--- config.mk ---
export PLATFORM = sky130hd
export DESIGN_NAME = i2c_prim_master
export DESIGN_NICKNAME = d
export VERILOG_FILES = /design/src/rtl/i2c_prim_pkg.sv /design/src/rtl/i2c_phase_timer.sv /design/src/rtl/i2c_byte_shift.sv /design/src/rtl/i2c_prim_master.sv
export SDC_FILE = /design/constraint.sdc
export NUM_CORES = 1
export LEC_CHECK = 0
export BUFFER_PORTS_ARGS = -buffer_cell sky130_fd_sc_hd__buf_2
export CAP_MARGIN = 20
export CORE_MARGIN = 3
export CORE_UTILIZATION = 32
export CTS_BUF_LIST = sky130_fd_sc_hd__clkbuf_4
export CTS_CLUSTER_SIZE = 12
export DETAILED_ROUTE_END_ITERATION = 16
export GPL_TIMING_DRIVEN = 0
export PLACE_DENSITY = 0.57
export SYNTH_ARGS = -nofsm -noshare
export SYNTH_HDL_FRONTEND = slang
export SYNTH_HIERARCHICAL = 1
export SYNTH_SLANG_ARGS = --single-unit
--- constraint.sdc ---
create_clock -name clk -period 3.1 [get_ports clk]
set_input_delay 0.155 -clock clk [delete_from_list [all_inputs] [get_ports clk]]
set_output_delay 0.155 -clock clk [all_outputs]
set_load 0.1 [all_outputs]
--- src/rtl/i2c_prim_pkg.sv ---
package i2c_prim_pkg;

    localparam int BYTE_BITS = 8;
    localparam int ACK_SLOT  = BYTE_BITS;

    typedef enum logic [2:0] {
        OP_START   = 3'd0,
        OP_STOP    = 3'd1,
        OP_WRITE   = 3'd2,
        OP_RD_ACK  = 3'd3,
        OP_RD_NACK = 3'd4
    } op_e;

    typedef enum logic [2:0] {
        ST_IDLE,
        ST_START,
        ST_STOP,
        ST_BIT_LO,
        ST_BIT_HI,
        ST_TAIL
    } state_e;

    // logical line levels; 1 = released (pulled high)
    typedef struct packed {
        logic scl;
        logic sda;
    } lines_t;

    function automatic logic op_known(input logic [2:0] code);
        return code <= 3'd4;
    endfunction

    function automatic logic op_is_byte(input logic [2:0] code);
        return (code == OP_WRITE) || (code == OP_RD_ACK) || (code == OP_RD_NACK);
    endfunction

endpackage

--- src/rtl/i2c_phase_timer.sv ---
module i2c_phase_timer #(
    parameter int HALF_CLKS = 250
) (
    input  logic clk,
    input  logic rst,
    input  logic load,
    input  logic long_sel,
    output logic expire
);
    localparam int LONG_CLKS = 2 * HALF_CLKS;
    localparam int CW        = $clog2(LONG_CLKS + 1);

    logic [CW-1:0] cnt;

    always_ff @(posedge clk) begin
        if (rst) begin
            cnt <= '0;
        end else if (load) begin
            cnt <= long_sel ? CW'(LONG_CLKS - 1) : CW'(HALF_CLKS - 1);
        end else if (cnt != '0) begin
            cnt <= cnt - 1'b1;
        end
    end

    assign expire = (cnt == '0);

endmodule

--- src/rtl/i2c_byte_shift.sv ---
module i2c_byte_shift #(
    parameter int W = 8
) (
    input  logic         clk,
    input  logic         rst,
    input  logic         load,
    input  logic [W-1:0] load_val,
    input  logic         shift,
    input  logic         sin,
    output logic [W-1:0] q
);
    always_ff @(posedge clk) begin
        if (rst) begin
            q <= '0;
        end else if (load) begin
            q <= load_val;
        end else if (shift) begin
            q <= {q[W-2:0], sin};
        end
    end
endmodule

--- src/rtl/i2c_prim_master.sv ---
module i2c_prim_master
    import i2c_prim_pkg::*;
#(
    parameter int HALF_CLKS = 250
) (
    input  logic       clk,
    input  logic       rst,
    input  logic       cmd_valid,
    input  logic [2:0] cmd_code,
    input  logic [7:0] cmd_wdata,
    output logic       cmd_ready,
    output logic       done,
    output logic [7:0] rdata,
    output logic       ack_n,
    output logic       bus_busy,
    output logic       scl_oe,
    output logic       sda_oe,
    input  logic       sda_in
);
    localparam int IDX_W = $clog2(ACK_SLOT + 1);

    state_e            state;
    lines_t            lines;
    logic [1:0]        step;
    logic [IDX_W-1:0]  bit_idx;
    logic              is_rd;
    logic              ack_lvl;
    logic              ack_hold;
    logic              in_byte;

    logic              accept;
    logic              tmr_load, tmr_long, tmr_exp;
    logic              sh_load, sh_shift;
    logic [7:0]        sh_val, sh_q;
    logic              advance;

    assign accept  = (state == ST_IDLE) && cmd_valid && op_known(cmd_code);
    assign advance = (state != ST_IDLE) && tmr_exp;
    assign in_byte = (state == ST_BIT_LO) || (state == ST_BIT_HI) || (state == ST_TAIL);
    assign sh_val  = (op_e'(cmd_code) == OP_WRITE) ? cmd_wdata : 8'hFF;

    always_comb begin
        tmr_load = 1'b0;
        tmr_long = 1'b0;
        sh_load  = 1'b0;
        sh_shift = 1'b0;
        if (accept) begin
            tmr_load = 1'b1;
            tmr_long = (op_e'(cmd_code) == OP_START);
            sh_load  = op_is_byte(cmd_code);
        end else if (advance) begin
            case (state)
                ST_START, ST_STOP: begin
                    tmr_load = (step != 2'd2);
                    tmr_long = 1'b1;
                end
                ST_BIT_LO: tmr_load = 1'b1;
                ST_BIT_HI: begin
                    tmr_load = 1'b1;
                    sh_shift = (bit_idx < IDX_W'(ACK_SLOT));
                end
                default: ;
            endcase
        end
    end

    i2c_phase_timer #(.HALF_CLKS(HALF_CLKS)) u_timer (
        .clk      (clk),
        .rst      (rst),
        .load     (tmr_load),
        .long_sel (tmr_long),
        .expire   (tmr_exp)
    );

    i2c_byte_shift #(.W(BYTE_BITS)) u_shift (
        .clk      (clk),
        .rst      (rst),
        .load     (sh_load),
        .load_val (sh_val),
        .shift    (sh_shift),
        .sin      (sda_in),
        .q        (sh_q)
    );

    always_ff @(posedge clk) begin
        if (rst) begin
            state    <= ST_IDLE;
            lines    <= '{scl: 1'b1, sda: 1'b1};
            step     <= '0;
            bit_idx  <= '0;
            is_rd    <= 1'b0;
            ack_lvl  <= 1'b1;
            ack_hold <= 1'b1;
            done     <= 1'b0;
            rdata    <= '0;
            ack_n    <= 1'b1;
            bus_busy <= 1'b0;
        end else begin
            done <= 1'b0;
            if (accept) begin
                step <= '0;
                case (op_e'(cmd_code))
                    OP_START: begin
                        state    <= ST_START;
                        lines    <= '{scl: 1'b1, sda: 1'b1};
                        bus_busy <= 1'b1;
                    end
                    OP_STOP: begin
                        state <= ST_STOP;
                        lines <= '{scl: 1'b0, sda: 1'b0};
                    end
                    default: begin
                        state   <= ST_BIT_LO;
                        bit_idx <= '0;
                        is_rd   <= (op_e'(cmd_code) != OP_WRITE);
                        ack_lvl <= (op_e'(cmd_code) == OP_RD_NACK);
                        lines   <= '{scl: 1'b0,
                                     sda: (op_e'(cmd_code) == OP_WRITE) ? cmd_wdata[7] : 1'b1};
                    end
                endcase
            end else if (advance) begin
                case (state)
                    ST_START: begin
                        step <= step + 1'b1;
                        if (step == 2'd0) begin
                            lines.sda <= 1'b0;
                        end else if (step == 2'd1) begin
                            lines.scl <= 1'b0;
                        end else begin
                            state <= ST_IDLE;
                            done  <= 1'b1;
                        end
                    end
                    ST_STOP: begin
                        step <= step + 1'b1;
                        if (step == 2'd0) begin
                            lines.scl <= 1'b1;
                        end else if (step == 2'd1) begin
                            lines.sda <= 1'b1;
                        end else begin
                            state    <= ST_IDLE;
                            done     <= 1'b1;
                            bus_busy <= 1'b0;
                        end
                    end
                    ST_BIT_LO: begin
                        lines.scl <= 1'b1;
                        state     <= ST_BIT_HI;
                    end
                    ST_BIT_HI: begin
                        lines.scl <= 1'b0;
                        if (bit_idx < IDX_W'(ACK_SLOT)) begin
                            bit_idx <= bit_idx + 1'b1;
                            state   <= ST_BIT_LO;
                            if (bit_idx + 1'b1 < IDX_W'(ACK_SLOT)) begin
                                lines.sda <= is_rd ? 1'b1 : sh_q[6];
                            end else begin
                                lines.sda <= is_rd ? ack_lvl : 1'b1;
                            end
                        end else begin
                            ack_hold <= sda_in;
                            state    <= ST_TAIL;
                        end
                    end
                    ST_TAIL: begin
                        lines.sda <= 1'b1;
                        rdata     <= sh_q;
                        ack_n     <= ack_hold;
                        done      <= 1'b1;
                        state     <= ST_IDLE;
                    end
                    default: state <= ST_IDLE;
                endcase
            end
        end
    end

    assign cmd_ready = (state == ST_IDLE);
    assign scl_oe    = ~lines.scl;
    assign sda_oe    = ~lines.sda;

endmodule

# Word level (Yosys, flattened, before mapping)
# Cells that the tools add are included.
[classes] n_eq_ne=25 reduce_logical=33 addsub=3 n_lt_le_gt_ge=3 div_mod_pow=0 bitwise=6 muxes=53 n_shift=0 multipliers=0
[ops] op="1-bit 2-to-1 mux" n=28
[ops] op="9-bit 2-to-1 mux" n=3
[ops] op="8-bit 2-to-1 mux" n=3
[ops] op="3-bit != test (second input constant)" n=8
[ops] op="4-bit 2-to-1 mux" n=5
[ops] op="3-bit 2-to-1 mux" n=5
[ops] op="3-bit by 2-bit == test with 1-bit output (second input constant)" n=4
[ops] op="2-bit nonzero test" n=6
[ops] op="5-bit AND reduction" n=2
[ops] op="5-bit nonzero test" n=2
[ops] op="3-bit == test (second input constant)" n=3
[ops] op="9-bit zero test" n=1
[ops] op="3-bit case mux with 3 select lines" n=1
[ops] op="9-bit nonzero test" n=1
[ops] op="9-bit by 1-bit subtractor with 9-bit output (second input constant)" n=1
[ops] op="4-bit less-than comparator (second input constant)" n=2
[ops] op="2-bit != test (second input constant)" n=4
[ops] op="1-bit case mux with 4 select lines" n=2
[ops] op="2-bit case mux with 2 select lines" n=2
[ops] op="4-bit AND reduction" n=2
[ops] op="2-bit OR reduction" n=4
[ops] op="3-bit by 1-bit == test with 1-bit output (second input constant)" n=2
[ops] op="3-bit zero test" n=2
[ops] op="3-bit by 2-bit != test with 1-bit output (second input constant)" n=2
[ops] op="16 further kinds" n=28
[totals] inputBits=15 output_inout_bits=14 register_bits=42 mem_bits_rw=0 word_cells=137 memories=0 latchBits=0 romBits=0

# Logic depth before layout (Yosys ltp)
[logic_depth] word_depth=7 mapped_depth=11 ltp_nobuf=9

# Modules after synthesis
# The synthesis kept the hierarchy.
[modules_own_cells] module="i2c_prim_master" n_inst=1 area_each_um2=1442.6 cells_each=184
[modules_own_cells] module="i2c_phase_timer" n_inst=1 area_each_um2=501.7 cells_each=61
[modules_own_cells] module="i2c_byte_shift" n_inst=1 area_each_um2=369.1 cells_each=35

# Least setup slack after synthesis
# Ideal clock, no wire load.
[synth_timing] path_type="reg2reg" from="reg state[1]" to="reg state[2]" period_less_slack_ns=3.268 path_stages_with_launch=6 path_buffers=2 setup_slack_ns=-0.168 t_required_ns=3.005 arrival_ns=3.172 setup_time_ns=0.095 path_cell_list="dfxtp_1 > buf_2 > buf_2 > nor3_1 > nor4b_1 > nor4_1"
[synth_via] elab_chain_len=5 word_cells_on_any_way=17 classes_between="eq/ne: 6; mux: 3; reduce/logical: 8"
[synth_rtl] item="start, declared" line="i2c_prim_master.sv:22" text="state_e state;"
[synth_rtl] item="start signal, assigned" line="i2c_prim_master.sv:87" text="state <= ST_IDLE;"
[synth_rtl] item="start signal, assigned" line="i2c_prim_master.sv:104" text="state <= ST_START;"
[synth_rtl] item="start signal, assigned" line="i2c_prim_master.sv:109" text="state <= ST_STOP;"
[synth_rtl] item="3-bit zero test (*)"
[synth_rtl] item="via cmd_ready" line="i2c_prim_master.sv:11" text="output logic cmd_ready,"
[synth_rtl] item="1-bit logical AND (*) (2 in a row)" line="i2c_prim_master.sv:37" text="assign accept = (state == ST_IDLE) && cmd_valid && op_known(cmd_code);"
[synth_rtl] item="3-bit != test (no line) / 2-bit nonzero test (equally long branches)"
[synth_rtl] item="3-bit AND reduction (no line)"
# The timed path passes the listed nets; every way through them passes the cells marked *. The select of a mux whose other input is x is not followed.
# A chain may end at the register's enable or synchronous reset.

# Worst setup path in the final report
[layout_timing] from="reg u_timer.cnt[0]" to="reg u_timer.cnt[3]"
[layout_via] word_cells_on_any_way=12 classes_between="add/sub: 1; mux: 7; reduce/logical: 4"
[layout_rtl] item="start, declared" line="i2c_phase_timer.sv:13" text="logic [CW-1:0] cnt;"
[layout_rtl] item="start signal, assigned" line="i2c_phase_timer.sv:19" text="cnt <= long_sel ? CW'(LONG_CLKS - 1) : CW'(HALF_CLKS - 1);"
[layout_rtl] item="start signal, assigned" line="i2c_phase_timer.sv:21" text="cnt <= cnt - 1'b1;"
[layout_rtl] item="9-bit zero test (*)" line="i2c_phase_timer.sv:25" text="assign expire = (cnt == '0);"
[layout_rtl] item="via tmr_exp" line="i2c_prim_master.sv:32" text="logic tmr_load, tmr_long, tmr_exp;"
[layout_rtl] item="1-bit logical AND (*)" line="i2c_prim_master.sv:38" text="assign advance = (state != ST_IDLE) && tmr_exp;"
[layout_rtl] item="1-bit 2-to-1 mux (*)" line="i2c_prim_master.sv:51" text="end else if (advance) begin"
[layout_rtl] item="1-bit 2-to-1 mux (*)" line="i2c_prim_master.sv:47" text="if (accept) begin"
[layout_rtl] item="via tmr_load" line="i2c_prim_master.sv:32"
[layout_rtl] item="9-bit 2-to-1 mux / 2-bit nonzero test (equally long branches)"
# Marks and branches as above.

==> flow_summary.yaml <==
worst_setup_path:
  ff2ff_path_depth: 10
  end_kind: "flop"
  crit_path_cell_trace: "inv_1, ha_1, or4b_4, nor2_1, clkbuf_2, a21oi_1, o21ai_2, clkbuf_2, inv_1, a311oi_1"
  cp_top_family: "simple AND/OR/NAND/NOR gates"
  crit_cells: 10
  cp-start-kind: "flop"
  critPathLaunch: "u_timer/cnt[0]"
  crit_type: "flop to flop"
  cpPeakStageDelay_ps: 510
  cpMaxStageDelayCell: "or4b_4"
  arrival_ps: 3030
  reg2reg_to: "u_timer/cnt[3]"
  crit_path_end: "u_timer/cnt[3]"
  cp_num_buf_inv: 4
  critPathRequiredTime_ps: 3380
  crit_fanout: 10
  reg2reg_from: "u_timer/cnt[0]"
  ff2ff_setup_slack_ps: 350
logic_synthesis:
  synth-edff-count: 0
  yosys.area.top_type: "dfxtp_1"
  seq_area_frac_synth_pct: 36.3
  yosysMostFrequentCell: "dfxtp_1"
  netlist_top_cells_count: "dfxtp_1 (42), nand2_1 (31), a21oi_1 (23), nor2_1 (15), nor3_1 (15)"
  avgSynthCellArea_um2: 8.26
  yosys-top-cells-area: "dfxtp_1 (36%), nand2_1 (5.0%), a21oi_1 (5.0%)"
  ys.flop_type: "dfxtp_1"
  synth_cell_type_count: 59
  netlist_area_um2: 2310
  synth_warnings: 6
  syn-instance-count: 280
  yosysTopAreaCellShare_pct: 36.3
  synthArstFlopShare_pct: 0
  synthesis.nets: 300
  synth-seq-cells: 42
sta:
  grt_setup_unrepaired: "false"
  fin_tns_setup_ps: 0
  worst-slew-pin-transition_ps: 759
  setup_viol: 0
  clock_skew_ps: 14.9
  fin_crit_sh_pct: 88.6
  finalHoldViolations: 0
  max_clock_freq_mhz: 364
  worst_slew_margin_rel_pct: 48.7
  timing.final.max_slew_violations: 0
  fin_crit_ps: 2750
cts:
  cts_tree: "done"
  clk_pin_slew_ps: 150
  root_buffer: "clkbuf_4"
  cts_buffers: 5
  cts_max_level: 2
  clock_sinks: 42
  clockBufferDepth: 2
  clkLatencyLatePin_ps: 360
cells_and_area:
  fin_cells: 412
  fillers: 763
  diodes: 0
  drive_gt1_share_pct: 19.0
  area_growth_pct: 14.4
  final_nets: 335
drt:
  drt-pass1-iter-count: 4
  ant_nets: 0
  wire_per_inst_um: 13.7
  wl_um: 5660
  drc: 0
  vias_per_cell: 5.14
  first_iter_violations: 168
  vias: 2116
power_and_ir_drop:
  leakage_uw: 0.00100
  power.share.clock_pct: 17.4
  powerDensity_nw_per_um2: 647
  sw_frac_of_total_pct: 42.6
  seq_power_share_pct: 41.1
  intPower_uw: 983
  p_sw_uw: 730
  comb_power_share_pct: 41.6
  irDropWorstVdd_mv: 0.180
floorplanning:
  die_y_um: 91.0
  ios: 29
  rows: 30
  core_area_um2: 6910
  fp.dieW_um: 91.0
  die_area_um2: 8290
  initial_core_util_pct: 33.5
global_routing:
  grt_overflow: 0
  grt_start_max_net_pins: 16
  antenna_found_initial: 0
  grt_util_all_layers_pct: 14.2
  grt_pass1_vias: 2011
  busiest_layer: "met2"
  use_met2_pct: 22.2
  grtUsageMet3_pct: 3.31
  grt_first_pass_wirelength_um: 9690
  use_met1_pct: 19.7
outcome:
  status: "finished clean"
run:
  drv_cap: 0
placed_design:
  globalplace.congestion: 0.881
  numPortBuffers: 28
  placed_cells: 404
  post-dp-hpwl_um: 4150
worst_hold_path:
  holdCritPathClass: "input port to flop"
## area by class of cell
type | instances | area (µm²) | area share (%)
plain buffers | 17 | 93.8 | 3.55
clock buffers | 5 | 37.5 | 1.42
clock inverters | 3 | 23.8 | 0.898
inverters | 15 | 57.6 | 2.17
multi-input cells | 206 | 1330 | 50.4
flip-flops and latches | 42 | 841 | 31.8
well taps | 96 | 120 | 4.54
repair buffers | 28 | 140 | 5.30
## registers in the layout, summed over array words and instances, names as in the netlist, 2 cells and up
| register | cells |
|---|---|
| u_timer/cnt | 9 |
| rdata | 8 |
| u_shift/q | 8 |
| bit_idx | 4 |
| state | 3 |
| lines | 2 |
| step | 2 |
## worst register-to-register path: cells and delay by family, from the launching register on
family / cells / cell delay, ps
adders and majority gates: 1 / 190
buffers and inverters: 4 / 750
AOI/OAI and AO/OA: 3 / 610
and+or+nand+nor: 2 / 760
DFF: 1 / 360
## logic make-up after synthesis
| logic type | count (synthesis) | synth area share, % |
|---|---|---|
| simple gates | 121 | 29.6 |
| flops | 42 | 36.3 |
| compound gates | 63 | 17.7 |
| mux | 11 | 4.76 |
| buf+inv | 32 | 6.44 |
| fa+ha+maj | 7 | 3.57 |
| xor+xnor | 4 | 1.51 |
## what timing repair did
item,CTS,global route
resized for setup,2,3
endpoints found under the hold margin,0,0
setup buffers,0,0
endpoints found under the setup margin,9,9
pin swaps,0,0
hold buffers,0,0
## placed cells by master, fill, tap and decap left out, types with 2 or more instances in the layout
cell type / netlist / layout
clkinvlp_4: 0 / 2
or4_1: 2 / 2
ha_1: 5 / 5
clkbuf_2: 0 / 2
and3_1: 3 / 3
inv_1: 13 / 13
or3b_2: 2 / 2
o21ai_0: 7 / 6
a21oi_1: 23 / 23
nand4bb_1: 2 / 2
nand3_1: 5 / 5
nor3_1: 15 / 14
buf_6: 2 / 2
a211oi_1: 9 / 9
nor3b_1: 3 / 3
a21o_1: 2 / 2
o31ai_1: 2 / 2
nor2_1: 15 / 15
nor4_1: 5 / 5
nor2b_1: 9 / 9
dfxtp_1: 42 / 42
nor4b_1: 3 / 3
xnor2_1: 3 / 3
buf_4: 2 / 2
or3_1: 11 / 11
maj3_1: 2 / 2
o21ai_2: 1 / 2
nand2_1: 31 / 31
mux2i_1: 11 / 11
o22ai_1: 2 / 2
buf_2: 4 / 32
clkbuf_1: 8 / 6
a31oi_1: 4 / 4
nand2b_1: 4 / 4
clkbuf_4: 0 / 5
o221ai_1: 2 / 2
## metrics by stage
step | area [µm²] | utilization, % | total power [µW] | setup WS (ps) | hold slack [ps]
global placement | 2580 | 37.3 | 1410 | -233 | 408
global route | 2650 | 38.3 | 1840 | 142 | 31.5
CTS | 2640 | 38.2 | 1720 | 85.8 | 19.2
finish | 2650 | 38.3 | 1710 | 353 | 26.5
detailed placement | 2580 | 37.3 | 1420 | -216 | 413
floorplan | 2320 | - | 1270 | 468 | 280
## worst min-delay path by stage
stage / endpoint / startpoint / slack, ps / depth (start not counted)
final: ack_hold / sda_in / 30 / 3
after global routing: ack_hold / sda_in / 30 / 3
after CTS: ack_hold / sda_in / 20 / 3
after detailed placement: ack_hold / sda_in / 410 / 3
after global placement: ack_hold / sda_in / 410 / 3
after floorplan: ack_hold / sda_in / 280 / 2
## power groups by stage
| stage | clock [µW] | combinational [µW] | sequential (µW) |
|---|---|---|---|
| floorplan | 0 | 564 | 702 |
| global placement | 0 | 700 | 714 |
| detailed placement | 0 | 702 | 715 |
| CTS | 310 | 705 | 702 |
| global route | 334 | 787 | 722 |
| finish | 297 | 712 | 704 |
## per-layer routing
metal,routed length (µm),up-vias,share of wire [%]
met5,0,-,0
met4,60,0,1.1
met3,247,6,4.4
met2,2560,44,45
met1,2790,980,49
li1,-,1086,-
Power figures use the tool's default switching activity.
